[src/rtl/scr_pkg.sv]
package scr_pkg;
  localparam int DATA_W    = 64;
  localparam int RNG_W     = 16;
  localparam int KEY_WORDS = DATA_W / RNG_W;
  localparam int KCNT_W    = $clog2(KEY_WORDS + 1);
  localparam int COL_W     = 10;
  localparam int BURST_LEN = 4;
  localparam int BIDX_W    = (BURST_LEN > 1) ? $clog2(BURST_LEN) : 1;
  localparam int MIX_ROT   = 23;
  localparam logic [DATA_W-1:0] MIX_MUL = 64'h9E3779B97F4A7C15;

  // keystream word for one column: key mixed with a spread copy of the column
  function automatic logic [DATA_W-1:0] mix_keystream(
    input logic [DATA_W-1:0] key,
    input logic [COL_W-1:0]  col
  );
    logic [DATA_W-1:0] a;
    logic [DATA_W-1:0] p;
    a = DATA_W'(col) + DATA_W'(1);
    p = a * MIX_MUL;
    return key ^ ((p << MIX_ROT) | (p >> (DATA_W - MIX_ROT)));
  endfunction
endpackage

[src/rtl/scr_key_vault.sv]
module scr_key_vault
  import scr_pkg::*;
#(
  parameter int KW = DATA_W,
  parameter int RW = RNG_W,
  localparam int NWORDS = KW / RW,
  localparam int CW = $clog2(NWORDS + 1)
) (
  input  logic          clk,
  input  logic          rst_n,
  input  logic          tamper,
  input  logic          pwr_good,
  input  logic          rng_valid,
  input  logic [RW-1:0] rng_word,
  output logic          rng_ready,
  output logic [KW-1:0] key,
  output logic          key_ready,
  output logic          wipe_evt,
  output logic          load_accept
);
  logic [CW-1:0] cnt;
  logic          wiped;

  assign wipe_evt    = tamper | ~pwr_good;
  assign rng_ready   = ~wiped & (cnt < CW'(NWORDS));
  assign load_accept = rng_valid & rng_ready & ~wipe_evt;
  assign key_ready   = ~wiped & (cnt == CW'(NWORDS));

  always_ff @(posedge clk or negedge rst_n) begin
    if (!rst_n) begin
      key   <= '0;
      cnt   <= '0;
      wiped <= 1'b0;
    end else if (wipe_evt) begin
      key   <= '0;
      cnt   <= '0;
      wiped <= 1'b1;
    end else if (load_accept) begin
      key[cnt*RW +: RW] <= rng_word;
      cnt               <= cnt + CW'(1);
    end
  end

  AST_WIPE_CLEARS: assert property (@(posedge clk) disable iff (!rst_n)
    wipe_evt |=> (key == '0 && !key_ready && !rng_ready));
  AST_WIPE_STICKY: assert property (@(posedge clk) disable iff (!rst_n)
    wiped |=> (!key_ready && !rng_ready));
  AST_READY_AFTER_LAST: assert property (@(posedge clk) disable iff (!rst_n)
    $rose(key_ready) |-> ($past(load_accept) && $past(cnt) == CW'(NWORDS - 1)));
endmodule

[src/rtl/scr_beat_addr.sv]
module scr_beat_addr
  import scr_pkg::*;
#(
  parameter int CW = COL_W,
  parameter int BL = BURST_LEN,
  localparam int IW = (BL > 1) ? $clog2(BL) : 1
) (
  input  logic          clk,
  input  logic          rst_n,
  input  logic          cmd_hit,
  input  logic [CW-1:0] cmd_col,
  input  logic          beat,
  output logic [CW-1:0] beat_col,
  output logic [IW-1:0] beat_idx
);
  logic [CW-1:0] base;
  logic [IW-1:0] idx;
  logic [IW-1:0] idx_next;

  assign beat_idx = cmd_hit ? '0 : idx;
  assign beat_col = cmd_hit ? cmd_col : base + CW'(idx);
  assign idx_next = (beat_idx == IW'(BL - 1)) ? '0 : beat_idx + IW'(1);

  always_ff @(posedge clk or negedge rst_n) begin
    if (!rst_n) begin
      base <= '0;
      idx  <= '0;
    end else begin
      if (cmd_hit) base <= cmd_col;
      if (beat) idx <= idx_next;
      else if (cmd_hit) idx <= '0;
    end
  end

  AST_BEAT_STEP: assert property (@(posedge clk) disable iff (!rst_n)
    (beat && !cmd_hit && $past(beat) && $past(beat_idx) != IW'(BL - 1))
      |-> beat_col == $past(beat_col) + CW'(1));
endmodule

[src/rtl/scr_xor_pipe.sv]
module scr_xor_pipe
  import scr_pkg::*;
#(
  parameter int W  = DATA_W,
  parameter int CW = COL_W
) (
  input  logic          clk,
  input  logic          rst_n,
  input  logic          in_valid,
  input  logic [W-1:0]  in_data,
  input  logic [CW-1:0] in_col,
  input  logic [W-1:0]  key,
  input  logic          key_ok,
  output logic          out_valid,
  output logic [W-1:0]  out_data
);
  logic          s1_valid;
  logic          s1_ok;
  logic [W-1:0]  s1_data;
  logic [W-1:0]  s1_ks;

  always_ff @(posedge clk or negedge rst_n) begin
    if (!rst_n) begin
      s1_valid  <= 1'b0;
      s1_ok     <= 1'b0;
      s1_data   <= '0;
      s1_ks     <= '0;
      out_valid <= 1'b0;
      out_data  <= '0;
    end else begin
      s1_valid  <= in_valid;
      s1_ok     <= key_ok;
      s1_data   <= in_data;
      s1_ks     <= mix_keystream(key, in_col);
      out_valid <= s1_valid;
      out_data  <= (s1_valid && s1_ok) ? (s1_data ^ s1_ks) : '0;
    end
  end

  AST_LAT_TWO: assert property (@(posedge clk) disable iff (!rst_n)
    in_valid |-> ##2 out_valid);
  AST_LOCKED_ZERO: assert property (@(posedge clk) disable iff (!rst_n)
    (in_valid && !key_ok) |-> ##2 (out_data == '0));
endmodule

[src/rtl/mem_scrambler.sv]
module mem_scrambler
  import scr_pkg::*;
(
  input  logic              clk,
  input  logic              rst_n,
  input  logic              host_cmd_valid,
  input  logic              host_cmd_write,
  input  logic [COL_W-1:0]  host_cmd_col,
  input  logic              host_wr_valid,
  input  logic [DATA_W-1:0] host_wdata,
  output logic              host_rd_valid,
  output logic [DATA_W-1:0] host_rdata,
  output logic              dram_cmd_valid,
  output logic              dram_cmd_write,
  output logic [COL_W-1:0]  dram_cmd_col,
  output logic              dram_wr_valid,
  output logic [DATA_W-1:0] dram_wdata,
  input  logic              dram_rd_valid,
  input  logic [DATA_W-1:0] dram_rdata,
  input  logic              rng_valid,
  input  logic [RNG_W-1:0]  rng_word,
  output logic              rng_ready,
  input  logic              tamper,
  input  logic              pwr_good,
  output logic              key_ready
);
  logic [DATA_W-1:0] key;
  logic              wipe_evt;
  logic              load_accept;
  logic              wr_cmd_hit, rd_cmd_hit;
  logic [COL_W-1:0]  wr_col, rd_col;
  logic [BIDX_W-1:0] wr_idx, rd_idx;
  logic [1:0]              cmd_v_q, cmd_w_q;
  logic [1:0][COL_W-1:0]   cmd_c_q;

  assign wr_cmd_hit = host_cmd_valid & host_cmd_write;
  assign rd_cmd_hit = host_cmd_valid & ~host_cmd_write;

  scr_key_vault u_vault (
    .clk(clk), .rst_n(rst_n), .tamper(tamper), .pwr_good(pwr_good),
    .rng_valid(rng_valid), .rng_word(rng_word), .rng_ready(rng_ready),
    .key(key), .key_ready(key_ready), .wipe_evt(wipe_evt),
    .load_accept(load_accept)
  );

  scr_beat_addr u_wr_addr (
    .clk(clk), .rst_n(rst_n), .cmd_hit(wr_cmd_hit), .cmd_col(host_cmd_col),
    .beat(host_wr_valid), .beat_col(wr_col), .beat_idx(wr_idx)
  );

  scr_beat_addr u_rd_addr (
    .clk(clk), .rst_n(rst_n), .cmd_hit(rd_cmd_hit), .cmd_col(host_cmd_col),
    .beat(dram_rd_valid), .beat_col(rd_col), .beat_idx(rd_idx)
  );

  scr_xor_pipe u_wr_pipe (
    .clk(clk), .rst_n(rst_n), .in_valid(host_wr_valid), .in_data(host_wdata),
    .in_col(wr_col), .key(key), .key_ok(key_ready),
    .out_valid(dram_wr_valid), .out_data(dram_wdata)
  );

  scr_xor_pipe u_rd_pipe (
    .clk(clk), .rst_n(rst_n), .in_valid(dram_rd_valid), .in_data(dram_rdata),
    .in_col(rd_col), .key(key), .key_ok(key_ready),
    .out_valid(host_rd_valid), .out_data(host_rdata)
  );

  // command forwarding matched to the data path depth
  always_ff @(posedge clk or negedge rst_n) begin
    if (!rst_n) begin
      cmd_v_q <= '0;
      cmd_w_q <= '0;
      cmd_c_q <= '0;
    end else begin
      cmd_v_q <= {cmd_v_q[0], host_cmd_valid};
      cmd_w_q <= {cmd_w_q[0], host_cmd_write};
      cmd_c_q <= {cmd_c_q[0], host_cmd_col};
    end
  end

  assign dram_cmd_valid = cmd_v_q[1];
  assign dram_cmd_write = cmd_w_q[1];
  assign dram_cmd_col   = cmd_c_q[1];

  AST_CMD_FWD: assert property (@(posedge clk) disable iff (!rst_n)
    host_cmd_valid |-> ##2 (dram_cmd_valid && dram_cmd_col == $past(host_cmd_col, 2)));
  AST_NO_KEY_NO_DATA: assert property (@(posedge clk) disable iff (!rst_n)
    (dram_rd_valid && !key_ready) |-> ##2 (host_rdata == '0));
endmodule

[config.mk]
export PLATFORM = sky130hd
export DESIGN_NAME = mem_scrambler
export DESIGN_NICKNAME = d
export VERILOG_FILES = /design/src/rtl/scr_pkg.sv /design/src/rtl/scr_key_vault.sv /design/src/rtl/scr_beat_addr.sv /design/src/rtl/scr_xor_pipe.sv /design/src/rtl/mem_scrambler.sv
export SDC_FILE = /design/constraint.sdc
export NUM_CORES = 2
export LEC_CHECK = 0
export BUFFER_PORTS_ARGS = -buffer_cell sky130_fd_sc_hd__buf_2
export CAP_MARGIN = 20
export CORE_MARGIN = 1.5
export CORE_UTILIZATION = 45
export CTS_CLUSTER_SIZE = 28
export DETAILED_ROUTE_END_ITERATION = 10
export SLEW_MARGIN = 25
export SYNTH_ARGS = -nofsm -noshare
export SYNTH_HDL_FRONTEND = slang
export SYNTH_SLANG_ARGS = --single-unit
[constraint.sdc]
create_clock -name clk -period 11.3 [get_ports clk]
set_input_delay 2.26 -clock clk [delete_from_list [all_inputs] [get_ports clk]]
set_output_delay 2.26 -clock clk [all_outputs]
set_load 0.02 [all_outputs]
# Word-level counts from Yosys, hierarchy flattened

Cells that the tools add are included.
Widths: inputs -> output; s select.

Add/sub/neg operators: 8
$mul: 2
Div/mod/pow operators: 0
$lt $le $gt $ge: 1
Eq/ne operators: 3
Shift operators: 2
Multiplexer cells: 15
Bitwise gates (word level): 17
Reduce and logical (&&, ||, !) cells: 3

Operator list:

| cell                     | number |
|---|---|
| $mux 64                  | 4 |
| $xor 64x64->64           | 4 |
| $mul 64x64->64 const B   | 2 |
| $or 64x23->64            | 2 |
| $bwmux 64                | 1 |
| $shift 16x34->64 const A | 1 |
| $shiftx 16x34->64        | 1 |
| $neg 7->34               | 1 |
| $add 10x1->11 const B    | 2 |
| $add 10x2->10            | 2 |
| $mux 10                  | 2 |
| $mux 2                   | 6 |
| $and 1x1->1              | 6 |
| $mux 3                   | 2 |
| $add 2x1->2 const B      | 2 |
| $eq 2x2->1 const B       | 2 |
| $not 1->1                | 4 |
| $add 3x1->3 const B      | 1 |
| $eq 3x3->1 const B       | 1 |
| $lt 3x3->1 const B       | 1 |
| $logic_and 1x1->1        | 2 |
| $reduce_bool 2->1        | 1 |
| $or 1x1->1               | 1 |

Flip-flop bits (word level): 505
Latch bits: 0
Bits in writable memories: 0
ROM bits: 0
Bits of input ports: 163
Output and inout bits: 144
Memories: 0

# Depth between registers and ports, before layout

Depth after elaboration: 7
Gate-level depth with buffers: 34
Depth with buffers taken out: 33

# Hierarchy

Synthesis repeated with hierarchy kept, for this count alone.

Cells, all modules: 3,551
Area total of the unflattened synthesis: 38,155.3 µm²

Modules (own cells, without submodules):

| module                    | times used | cells an instance | area an instance (µm²) |
|---|---|---|---|
| scr_xor_pipe at u_rd_pipe | 1          | 1,551             | 16,544.6 |
| scr_xor_pipe at u_wr_pipe | 1          | 1,532             | 16,384.5 |
| scr_key_vault             | 1          | 274               | 3,040.4 |
| scr_beat_addr             | 2          | 79                | 747.0 |
| mem_scrambler             | 1          | 36                | 691.9 |

# Worst setup path before layout

Ideal clock, no wire load.

Path kind: input to register
Start: in host_cmd_write
End: reg u_wr_pipe.s1_ks[20]
Setup time: 0.080 ns
Arrival time: 10.022 ns
Required time: 11.220 ns
Path slack: 1.198 ns
Stages: 30
Cell sequence: nand2_1 > clkbuf_1 > a21oi_1 > inv_1 > ha_1 > nand2b_1 > nor3_1 > and3_1 > ha_1 > ha_1 > nand2b_1 > inv_1 > fa_1 > fa_1 > inv_1 > fa_1 > inv_1 > fa_1 > inv_1 > ha_1 > a2111oi_2 > o21ai_1 > o22a_1 > a31oi_2 > a21oi_2 > a2111oi_2 > o211ai_1 > a31o_1 > a21oi_2 > xnor2_1

Word-level cells in the longest chain between the ends: 6

RTL lines:

| what                 | line                | source |
|---|---|---|
| start, declared      | mem_scrambler.sv:7  | `input logic host_cmd_write,` |
| $and 1x1->1          | mem_scrambler.sv:36 | `assign wr_cmd_hit = host_cmd_valid & host_cmd_write;` |
| $mux 10              | scr_beat_addr.sv:21 | `assign beat_col = cmd_hit ? cmd_col : base + CW'(idx);` |
| $add 10x1->11        | scr_pkg.sv:19       | `a = DATA_W'(col) + DATA_W'(1);` |
| $mul 64x64->64       | scr_pkg.sv:20       | `p = a * MIX_MUL;` |
| $or 64x23->64        | scr_pkg.sv:21       | `return key ^ ((p << MIX_ROT) \| (p >> (DATA_W - MIX_ROT)));` |
| $xor 64x64->64       | scr_pkg.sv:21       |  |
| end signal, assigned | scr_xor_pipe.sv:34  | `s1_ks <= mix_keystream(key, in_col);` |
| end, declared        | scr_xor_pipe.sv:20  | `logic [W-1:0] s1_ks;` |

Every way passes these cells.
A chain may end at the register's enable or synchronous reset.

# Worst setup path in the final report

Ends and elaborated chain as after synthesis.

==> metrics.txt <==
die area between 80,000 and 90,000 um^2; Vias/cell between 5 and 6; First DRT Iteration DRCs between 1,500 and 2,000; Post-synth EDFFs 0; Row Count 105; total number of vias roughly 25,000; hpwl dp 86,300 um; CTS root buffer clkbuf_16; Final Cycle Share 0.874; Max stage delay on crit path roughly 570 ps; f_max between 0.1 and 0.15 GHz; outcome completed; setup tns final 0 ps; Crit. End Element flop; Setup crit start kind input pin; n_diodes 0; fin util 0.515; hold path cells 0; post-synthesis sequential area ratio 0.338; fin crit period 9870 ps; mean post-synth cell area roughly 11 um^2; Synth Instances roughly 3,500; first-pass GRT wire length roughly 160,000 um; worst skew pair latency 640 ps; final wirelength about 110,000 um; placeable core area roughly 82,000 um^2; Slew HR 0.296; Least-Margin Pin Slew roughly 1100 ps; Layout area overhead 13.3%; Setup CP Type in -> reg; GRT overflow 0; Worst R2R Path Depth 31; nets approximately 4,700; synthesized area 37,400 um^2; port bufs 306; initial antenna violation count 1; Crit path required time roughly 12,000 ps; largest net degree at the start of global routing roughly 170; dominant synthesized flop cell dfrtp_1; FF+latch count, synth between 500 and 600; Pins Over Slew Limit 0; Residual DRC 0; Post-CTS Setup Inserts 0; unrepaired setup endpoints after global routing no; total track usage 0.256; Netlist cell types 74; GP Congestion just under 1; # H-tree levels 2; ANT nets after route 0; routed len/inst about 21 um; Clock Pin Slew Worst Setup and Hold Paths approximately 60 ps; DRT Pass-1 Iters 5; FFs w/ async S/R, synth 1.00; Initial Util 0.455; synth warn 0; fraction of layout cells with a size suffix above 1 0.128; number of setup violations in the final report 0; post_cts resized 0; clk buf depth 3; hold_buf cts 0; Hold Vio Cnt, Final 0; Worst Hold Class reg -> reg; Hold WS approximately 350 ps; CTS tree done; Max-Cap Viols 0; Mapped Nets 4,377; Inserted Clock Buffers 57; Max FO, Critical Path 14; Sink Count between 500 and 600; # IOs about 310; Die H 291 um; vias in the first global route between 20,000 and 30,000; Arrival @ worst endpoint approximately 10,000 ps; CP max-delay cell a2111oi_2; Chip Width approximately 290 um; Final Skew 25.3 ps
==> routing by layer <==
layer / wire length (um) / part of all wire / global-route usage / vias to the layer above
met3: 5820 / 0.055 / 0.0422 / 150
met2: 52800 / 0.50 / 0.444 / 632
met1: 44000 / 0.42 / 0.331 / 12800
li1: - / - / - / 11700
met5: 0 / 0 / 0 / -
met4: 2900 / 0.027 / 0.0697 / 0
==> state kept, by name, summed over array words and instances (netlist names), 3 cells and up <==
register and cells:
u_rd_pipe.out_data 64, u_wr_pipe.out_data 64, u_vault.cnt 3, u_wr_pipe.s1_data 64, u_vault.key 64, u_wr_pipe.s1_ks 64, u_wr_addr.base 10, u_rd_addr.base 10
dram_cmd_col 10, u_rd_pipe.s1_data 64, cmd_c_q 10, u_rd_pipe.s1_ks 64
==> placed cells by master (no fill, tap or decap), types with 18 or more instances in the layout <==
cell         n
and3_1      35
xor2_1     103
nor2b_1     18
nand2b_1    26
nand3_1     35
ha_1       334
o21bai_1    19
nand2_1    199
buf_4       53
fa_1       388
a21o_1      85
o21a_1      19
nand4_1     27
nor2_1     227
clkbuf_16   58
inv_1      604
nor3_1      18
dfrtp_1    505
buf_2      305
mux2i_1     32
a21oi_1    163
xnor2_1    344
o21ai_0     50
==> through the flow <==
step,cells,area (um^2),setup slack [ps]
floorplan,3492,37400,1200
global placement,4845,40400,962
detailed placement,4845,40400,795
CTS,4952,42400,1450
global route,4953,42400,930
finish,4953,42400,1430
==> cell usage after synthesis, types with 50 or more instances <==
cell type,count,share of area
a21oi_1,164,0.022
nor2_1,228,0.023
xnor2_1,344,0.081
a21o_1,85,0.017
nand2_1,201,0.020
inv_1,604,0.061
fa_1,388,0.21
dfrtp_1,505,0.34
o21ai_0,50,0.0067
xor2_1,103,0.024
clkbuf_1,57,0.0057
ha_1,334,0.11
==> path summary, 6_finish.rpt <==
check	slack (ps)	startpoint	to
setup / recovery	1430	host_cmd_write	u_wr_pipe.s1_ks[20]
hold / removal	350	cmd_c_q[4]	dram_cmd_col[4]
setup reg to reg	2520	u_wr_addr.idx[0]	u_wr_pipe.s1_ks[20]
hold reg to reg	350	cmd_c_q[4]	dram_cmd_col[4]
max in group asynchronous	7820	rst_n	u_rd_pipe.out_data[15]
min in group asynchronous	1570	rst_n	u_wr_pipe.s1_data[52]
==> layout make-up <==
cell class,count,area [um^2]
clock inverters,25,269
multi-input cells,2302,22200
clock buffers,82,1680
flip-flops and latches,505,12600
repair buffers,362,2010
well taps,1070,1340
inverters,607,2280
fillers,7542,39900
==> kinds of logic (layout without fill, tap and decap cells) <==
family / after synthesis / in the layout / synth area share
AOI/OAI and AO/OA: 459 / 459 / 0.0815
xor gates and xnor gates: 447 / 447 / 0.105
adders and majority gates: 722 / 722 / 0.319
buffers and inverters: 685 / 1076 / 0.0701
DFF: 505 / 505 / 0.338
muxes: 33 / 33 / 0.00886
and+or+nand+nor: 641 / 641 / 0.0778
==> worst max-delay path, delay by kind of cell <==
family / cells / cell delay, ps
AO/OA/AOI/OAI: 10 / 2330
XOR/XNOR: 2 / 270
adder cells (fa/ha/maj): 7 / 3390
buffers and inverters: 6 / 670
AND/OR/NAND/NOR: 5 / 1480
Power is left out: the tool's default activity adds up to more than one toggle a clock period on the data nets, which glitch-free logic cannot reach.
